==> src/rtl/smb_csr_pkg.sv <==
`timescale 1ns/1ps
package smb_csr_pkg;
  // command/status byte bit positions
  localparam int CMD_OP   = 4;
  localparam int CMD_RERR = 5;
  localparam int CMD_WERR = 6;
  // bytes after count: command, address low, address upper
  localparam int HDR_LEN  = 3;

  typedef enum logic [1:0] {
    PS_IDLE,   // waiting for command code
    PS_CNT,    // waiting for block byte count
    PS_BODY,   // command, address, data bytes
    PS_TX      // response being read out
  } pstate_e;
endpackage

==> src/rtl/smb_csr_rx.sv <==
`timescale 1ns/1ps
module smb_csr_rx
  import smb_csr_pkg::*;
#(
  parameter int ADDR_W  = 14,
  parameter int DATA_W  = 32,
  parameter int BLK_BIT = 7
) (
  input  logic                clk_i,
  input  logic                rst_ni,
  input  logic                rx_valid_i,
  input  logic [7:0]          rx_byte_i,
  input  logic                start_i,
  input  logic                start_rd_i,
  input  logic                stop_i,
  output logic                tx_mode_o,
  output logic                tx_begin_o,
  output logic                blk_o,
  output logic                err_set_o,
  output logic                wr_o,
  output logic                rd_o,
  output logic [ADDR_W-1:0]   addr_o,
  output logic [DATA_W/8-1:0] be_o,
  output logic [DATA_W-1:0]   wdata_o
);
  localparam int NLANE  = DATA_W / 8;
  localparam int HI_W   = ADDR_W - 8;
  localparam int WR_LEN = HDR_LEN + NLANE;
  localparam int RD_LEN = HDR_LEN;
  localparam int POS_W  = $clog2(WR_LEN + 2);
  localparam logic [POS_W-1:0] POS_MAX = POS_W'(WR_LEN + 1);

  pstate_e           state_q;
  logic              blk_q, has_cnt_q, op_q;
  logic [7:0]        cnt_q;
  logic [POS_W-1:0]  pos_q;
  logic [NLANE-1:0]  be_q;
  logic [ADDR_W-1:0] addr_q;
  logic [DATA_W-1:0] data_q;

  logic in_frame, started, mid, wr_ok, rd_ok;

  always_comb begin
    in_frame   = (state_q == PS_CNT) || (state_q == PS_BODY);
    started    = has_cnt_q || (pos_q != '0);
    mid        = in_frame && started;
    tx_begin_o = start_i && start_rd_i && !mid;
    wr_ok = !op_q && (pos_q == POS_W'(WR_LEN)) && (!blk_q || cnt_q == 8'(WR_LEN));
    rd_ok =  op_q && (pos_q == POS_W'(RD_LEN)) && (!blk_q || cnt_q == 8'(RD_LEN));
  end

  assign tx_mode_o = (state_q == PS_TX);
  assign blk_o     = blk_q;

  always_ff @(posedge clk_i or negedge rst_ni) begin
    if (!rst_ni) begin
      state_q   <= PS_IDLE;
      blk_q     <= 1'b0;
      has_cnt_q <= 1'b0;
      op_q      <= 1'b0;
      cnt_q     <= '0;
      pos_q     <= '0;
      be_q      <= '0;
      addr_q    <= '0;
      data_q    <= '0;
      err_set_o <= 1'b0;
      wr_o      <= 1'b0;
      rd_o      <= 1'b0;
      addr_o    <= '0;
      be_o      <= '0;
      wdata_o   <= '0;
    end else begin
      wr_o      <= 1'b0;
      rd_o      <= 1'b0;
      err_set_o <= 1'b0;
      if (start_i) begin
        // mid-frame start aborts silently
        state_q <= tx_begin_o ? PS_TX : PS_IDLE;
      end else if (stop_i) begin
        state_q <= PS_IDLE;
        if (mid) begin
          if (wr_ok) begin
            wr_o    <= 1'b1;
            addr_o  <= addr_q;
            be_o    <= be_q;
            wdata_o <= data_q;
          end else if (rd_ok) begin
            rd_o   <= 1'b1;
            addr_o <= addr_q;
            be_o   <= be_q;
          end else begin
            err_set_o <= 1'b1;
          end
        end
      end else if (rx_valid_i) begin
        unique case (state_q)
          PS_IDLE: begin
            blk_q     <= rx_byte_i[BLK_BIT];
            has_cnt_q <= 1'b0;
            pos_q     <= '0;
            state_q   <= rx_byte_i[BLK_BIT] ? PS_CNT : PS_BODY;
          end
          PS_CNT: begin
            cnt_q     <= rx_byte_i;
            has_cnt_q <= 1'b1;
            state_q   <= PS_BODY;
          end
          PS_BODY: begin
            if (pos_q == POS_W'(0)) begin
              be_q <= rx_byte_i[NLANE-1:0];
              op_q <= rx_byte_i[CMD_OP];
            end
            if (pos_q == POS_W'(1)) addr_q[7:0] <= rx_byte_i;
            if (pos_q == POS_W'(2)) addr_q[ADDR_W-1:8] <= rx_byte_i[HI_W-1:0];
            for (int l = 0; l < NLANE; l++) begin
              if (pos_q == POS_W'(HDR_LEN + l)) data_q[8*l +: 8] <= rx_byte_i;
            end
            if (pos_q != POS_MAX) pos_q <= pos_q + 1'b1;
          end
          default: ;
        endcase
      end
    end
  end
endmodule

==> src/rtl/smb_csr_tx.sv <==
`timescale 1ns/1ps
module smb_csr_tx
  import smb_csr_pkg::*;
#(
  parameter int ADDR_W = 14,
  parameter int DATA_W = 32
) (
  input  logic                clk_i,
  input  logic                rst_ni,
  input  logic                tx_begin_i,
  input  logic                blk_i,
  input  logic                tx_mode_i,
  input  logic                tx_req_i,
  input  logic                err_set_i,
  input  logic                rd_i,
  input  logic [ADDR_W-1:0]   addr_i,
  input  logic [DATA_W/8-1:0] be_i,
  input  logic [DATA_W-1:0]   rdata_i,
  input  logic                rerr_i,
  output logic [7:0]          tx_byte_o
);
  localparam int NLANE   = DATA_W / 8;
  localparam int RSP_LEN = HDR_LEN + NLANE;
  localparam int IDX_W   = $clog2(RSP_LEN + 2);
  localparam logic [IDX_W-1:0] IDX_END = IDX_W'(RSP_LEN + 1);

  logic [IDX_W-1:0]  idx_q;
  logic              werr_q, rerr_q;
  logic [NLANE-1:0]  be_q;
  logic [ADDR_W-1:0] addr_q;
  logic [DATA_W-1:0] data_q;
  logic [7:0]        status;
  logic              adv;

  assign adv = tx_mode_i && tx_req_i;

  always_ff @(posedge clk_i or negedge rst_ni) begin
    if (!rst_ni) begin
      idx_q  <= '0;
      werr_q <= 1'b0;
      rerr_q <= 1'b0;
      be_q   <= '0;
      addr_q <= '0;
      data_q <= '0;
    end else begin
      if (tx_begin_i)                 idx_q <= blk_i ? IDX_W'(0) : IDX_W'(1);
      else if (adv && idx_q != IDX_END) idx_q <= idx_q + 1'b1;

      // a new error wins over the clear
      if (err_set_i)                            werr_q <= 1'b1;
      else if (adv && idx_q == IDX_W'(1))       werr_q <= 1'b0;

      if (rd_i) begin
        addr_q <= addr_i;
        be_q   <= be_i;
        rerr_q <= rerr_i;
        for (int l = 0; l < NLANE; l++) begin
          data_q[8*l +: 8] <= (rerr_i || !be_i[l]) ? 8'h00 : rdata_i[8*l +: 8];
        end
      end
    end
  end

  always_comb begin
    status = '0;
    status[NLANE-1:0] = be_q;
    status[CMD_OP]    = 1'b1;
    status[CMD_RERR]  = rerr_q;
    status[CMD_WERR]  = werr_q;
  end

  always_comb begin
    tx_byte_o = 8'h00;
    if (idx_q == IDX_W'(0)) tx_byte_o = 8'(RSP_LEN);
    if (idx_q == IDX_W'(1)) tx_byte_o = status;
    if (idx_q == IDX_W'(2)) tx_byte_o = addr_q[7:0];
    if (idx_q == IDX_W'(3)) tx_byte_o = 8'(addr_q[ADDR_W-1:8]);
    for (int l = 0; l < NLANE; l++) begin
      if (idx_q == IDX_W'(HDR_LEN + 1 + l)) tx_byte_o = data_q[8*l +: 8];
    end
    if (!tx_mode_i) tx_byte_o = 8'h00;
  end
endmodule

==> src/rtl/smb_csr_slave.sv <==
`timescale 1ns/1ps
module smb_csr_slave #(
  parameter int ADDR_W  = 14,
  parameter int DATA_W  = 32,
  parameter int BLK_BIT = 7
) (
  input  logic                clk_i,
  input  logic                rst_ni,
  input  logic                rx_valid_i,
  input  logic [7:0]          rx_byte_i,
  input  logic                start_i,
  input  logic                start_rd_i,
  input  logic                stop_i,
  input  logic                tx_req_i,
  output logic [7:0]          tx_byte_o,
  output logic                reg_wr_o,
  output logic                reg_rd_o,
  output logic [ADDR_W-1:0]   reg_addr_o,
  output logic [DATA_W/8-1:0] reg_be_o,
  output logic [DATA_W-1:0]   reg_wdata_o,
  input  logic [DATA_W-1:0]   reg_rdata_i,
  input  logic                reg_err_i
);
  logic tx_mode, tx_begin, blk, err_set;

  smb_csr_rx #(.ADDR_W(ADDR_W), .DATA_W(DATA_W), .BLK_BIT(BLK_BIT)) u_rx (
    .clk_i      (clk_i),
    .rst_ni     (rst_ni),
    .rx_valid_i (rx_valid_i),
    .rx_byte_i  (rx_byte_i),
    .start_i    (start_i),
    .start_rd_i (start_rd_i),
    .stop_i     (stop_i),
    .tx_mode_o  (tx_mode),
    .tx_begin_o (tx_begin),
    .blk_o      (blk),
    .err_set_o  (err_set),
    .wr_o       (reg_wr_o),
    .rd_o       (reg_rd_o),
    .addr_o     (reg_addr_o),
    .be_o       (reg_be_o),
    .wdata_o    (reg_wdata_o)
  );

  smb_csr_tx #(.ADDR_W(ADDR_W), .DATA_W(DATA_W)) u_tx (
    .clk_i      (clk_i),
    .rst_ni     (rst_ni),
    .tx_begin_i (tx_begin),
    .blk_i      (blk),
    .tx_mode_i  (tx_mode),
    .tx_req_i   (tx_req_i),
    .err_set_i  (err_set),
    .rd_i       (reg_rd_o),
    .addr_i     (reg_addr_o),
    .be_i       (reg_be_o),
    .rdata_i    (reg_rdata_i),
    .rerr_i     (reg_err_i),
    .tx_byte_o  (tx_byte_o)
  );
endmodule

==> config.mk <==
export PLATFORM = sky130hd
export DESIGN_NAME = smb_csr_slave
export DESIGN_NICKNAME = d
export VERILOG_FILES = /design/src/rtl/smb_csr_pkg.sv /design/src/rtl/smb_csr_rx.sv /design/src/rtl/smb_csr_tx.sv /design/src/rtl/smb_csr_slave.sv
export SDC_FILE = /design/constraint.sdc
export NUM_CORES = 1
export LEC_CHECK = 0
export BUFFER_PORTS_ARGS = -buffer_cell sky130_fd_sc_hd__buf_2
export CORE_ASPECT_RATIO = 2
export CORE_MARGIN = 3
export CORE_UTILIZATION = 39
export DETAILED_ROUTE_END_ITERATION = 10
export PLACE_DENSITY = 0.66
export SLEW_MARGIN = 40
export SYNTH_ARGS = -nofsm -noshare
export SYNTH_HDL_FRONTEND = slang
export SYNTH_SLANG_ARGS = --single-unit
==> constraint.sdc <==
create_clock -name clk_i -period 3.5 [get_ports clk_i]
set_input_delay 0.35 -clock clk_i [delete_from_list [all_inputs] [get_ports clk_i]]
set_output_delay 0.35 -clock clk_i [all_outputs]
set_load 0.05 [all_outputs]
==> flow_summary.ini <==
[global_route]
grt_pass1_wl_um = 29400
grt_usage_pct = 17.8
grt_start_max_net_pins = 67
first_global_vias = 5410
grt_remaining_overflow = 0
antenna_found_initial = 0

[synth]
ys_top_cells_by_area = dfrtp_1 57%, mux2_2 17%, o22ai_1 2.9%
synthXorXnorAreaFrac_pct = 0.343
synth.distinct_cells = 49
synth_area_sq_um = 7670
synth-adder-area-share_pct = 1.96
syn-num-nets = 679
synth_top_family_by_area = multiplexers
yosys_warnings = 0
synth-main-ff-cell = dfrtp_1
synth-compound-area-share_pct = 8.86
yosys.area.top_type_share_pct = 57.4
synth.avg_cell_area_sq_um = 12.4
synth_mux_area_share_pct = 19.7
syn_inst = 619
yosys.area_share.simple_pct = 7.75
seq_area_frac_synth_pct = 57.4
synth_edf_count = 0
yosysTopAreaCell = dfrtp_1
ys_seq_elements = 176
synth_async_sr_flop_share_pct = 100

[placement]
pre_cts_ws_ns = 0.755
dpl.hpwl_um = 13700
place_congestion = 0.887
port_buffers = 107

[layout]
final_cell_mix = 175 x dfrtp_1, 118 x mux2_2, 106 x buf_2
layout-drive-gt1-share_pct = 38.5
insertedDiodeCount = 0
final_common_cell = dfrtp_1
fin_nets = 783
area_growth_syn_to_layout_pct = 18.2
fillCellCount = 1805

[setup_path]
start_kind = flop
max_stage_delay_ns = 0.42
crit_chain = inv_1 > ha_1 > nor2b_1 > a22oi_1 > or3_1 > a211oi_1 > buf_2
crit_fanout = 19
r2r_slack_ns = 0.77
crit_type = flop to output port
cp_slowest_cell = dfrtp_1
arrival_ns = 2.76
critPathCaptureType = output port
critPathRequiredTime_ns = 3.15

[floorplan]
die_area_sq_um = 21500
coreArea_sq_um = 19400
die_height_um = 204
num_rows = 72
pin_count = 108
start_util_pct = 39.6
die_w_um = 105

[sta]
clock_skew_ns = 0.00660
worst_slack_ns = 0.393
relSlewSlack_pct = 46.5
final_max_slew_viol_count = 0
final.period_utilization_pct = 88.8
fmax_mhz = 322
worst_pin_slew_ns = 0.800
rsz0062_at_grt = false
hold_slack_ns = 0.164
hold_viol = 0
layout_min_cycle_time_ns = 3.11
fin_tns_setup_ns = 0
setup_violations = 0

[power]
p_leak_nw = 4.65
power_mw = 5.21
powerDensity_nw_per_um2 = 575
peakVddDrop_v = 0.000428

[clock_tree]
post-cts-setup-buffer-count = 0
path_clk_slew_ns = 0.07
cts_tree = done
numCtsBuffers = 17
clk_latency_ns = 0.42
htreeDepth = 4
cts_root_buffer = clkbuf_16
cts_sinks = 176
clock_path_buffers = 2

[drt]
antenna_left = 0
via_count = 5085
drc = 0
viasPerCell = 5.11
post_drt_wl_per_cell_um = 18.4
drtPass1Iterations = 4
first_iter_violations = 183
routed_wl_um = 18300

[job]
drv_cap = 0

[worst_hold_path]
hold_path_class = input port to flop

[run_status]
outcome = complete, no violations
==> cells by family after synthesis <==
kind of cell,Yosys count
AND/OR/NAND/NOR,122
flip-flops,176
AO/OA/AOI/OAI,101
buffers and inverters,75
XOR/XNOR,3
adder cells (fa/ha/maj),12
multiplexers,130
==> sequential cells by signal, summed over array words and instances, names as in the netlist, 2 cells and up <==
| name | count |
|---|---|
| u_tx.be_q | 4 |
| u_tx.idx_q | 4 |
| u_rx.cnt_q | 8 |
| u_tx.addr_q | 14 |
| u_rx.be_o | 4 |
| u_rx.wdata_o | 32 |
| u_rx.addr_o | 14 |
| u_rx.state_q | 2 |
| u_rx.data_q | 32 |
| u_rx.pos_q | 4 |
| u_tx.data_q | 32 |
| u_rx.be_q | 4 |
| u_rx.addr_q | 14 |
==> critical path: cells and delay by family (launching register included) <==
kind	cells	cell delay, ns
AND/OR/NAND/NOR	2	0.66
AO/OA/AOI/OAI	2	0.43
buffers and inverters	2	0.42
flip-flops	1	0.42
adder cells (fa/ha/maj)	1	0.40
==> metrics by stage <==
step	area, sq um	std cells	util (%)
after floorplan	7670	619	-
after global placement	8460	962	43.7
after detailed placement	8460	962	43.7
after CTS	9070	995	46.8
after global routing	9070	995	46.8
final	9070	995	46.8
==> layer usage <==
layer | GRT usage (%) | part of all wire [%]
met3 | 4.30 | 5.1
met4 | 8.54 | 3.9
met2 | 33.2 | 54
met5 | 0 | 0
met1 | 18.4 | 37
==> synthesized netlist by cell type, types with 2 or more instances <==
master    count
a211oi_1      3
a21oi_1      18
xnor2_1       2
mux2_2      118
and3_1        3
mux2_4       10
o22ai_1      36
nand2b_1      8
or2_2         2
clkbuf_1     16
ha_1         12
a22oi_1       3
nand2_1      55
dfrtp_1     176
o211ai_1      4
a221oi_1      5
nor2_1       19
buf_1         7
nand3_1       8
a21o_1        3
nand4_1       2
nor3_1        9
inv_1        45
o21ai_0      17
nor4b_1       2
buf_2         5
nor2b_1       6
o221ai_1      4
==> worst paths after layout <==
check	to	start	cells after the start
max reg2reg	u_rx.addr_o[1]	u_rx.pos_q[0]	6
min reg2reg	u_tx.werr_q	u_rx.err_set_o	1
min	u_tx.data_q[13]	reg_rdata_i[13]	3
max in group asynchronous	u_rx.rd_o	rst_ni	3
max	tx_byte_o[6]	u_tx.idx_q[0]	7
min in group asynchronous	u_rx.wdata_o[23]	rst_ni	2
==> power by group <==
part	switching (mW)	leakage, nW	total [mW]	internal (mW)
sequential	0.169	2.25	2.40	2.23
clock	0.787	0.295	1.91	1.12
combinational	0.506	2.10	0.899	0.393
total	1.46	4.65	5.21	3.75
==> cell type report <==
class | count | area [sq um] | share of cell area, %
clock buffers | 18 | 429 | 4.73
clock inverters | 14 | 165 | 1.82
inverters | 46 | 173 | 1.90
multi-input cells | 368 | 2960 | 32.7
flip-flops and latches | 176 | 4410 | 48.6
well taps | 259 | 324 | 3.57
repair buffers | 114 | 609 | 6.72
==> timing repair <==
item | 4_1_cts | 5_1_grt
hold endpoints to repair | 63 | 0
hold buffers | 1 | 0
setup endpoints to repair | 0 | 0
gates resized for setup | 0 | 0
Power figures use the tool's default switching activity.
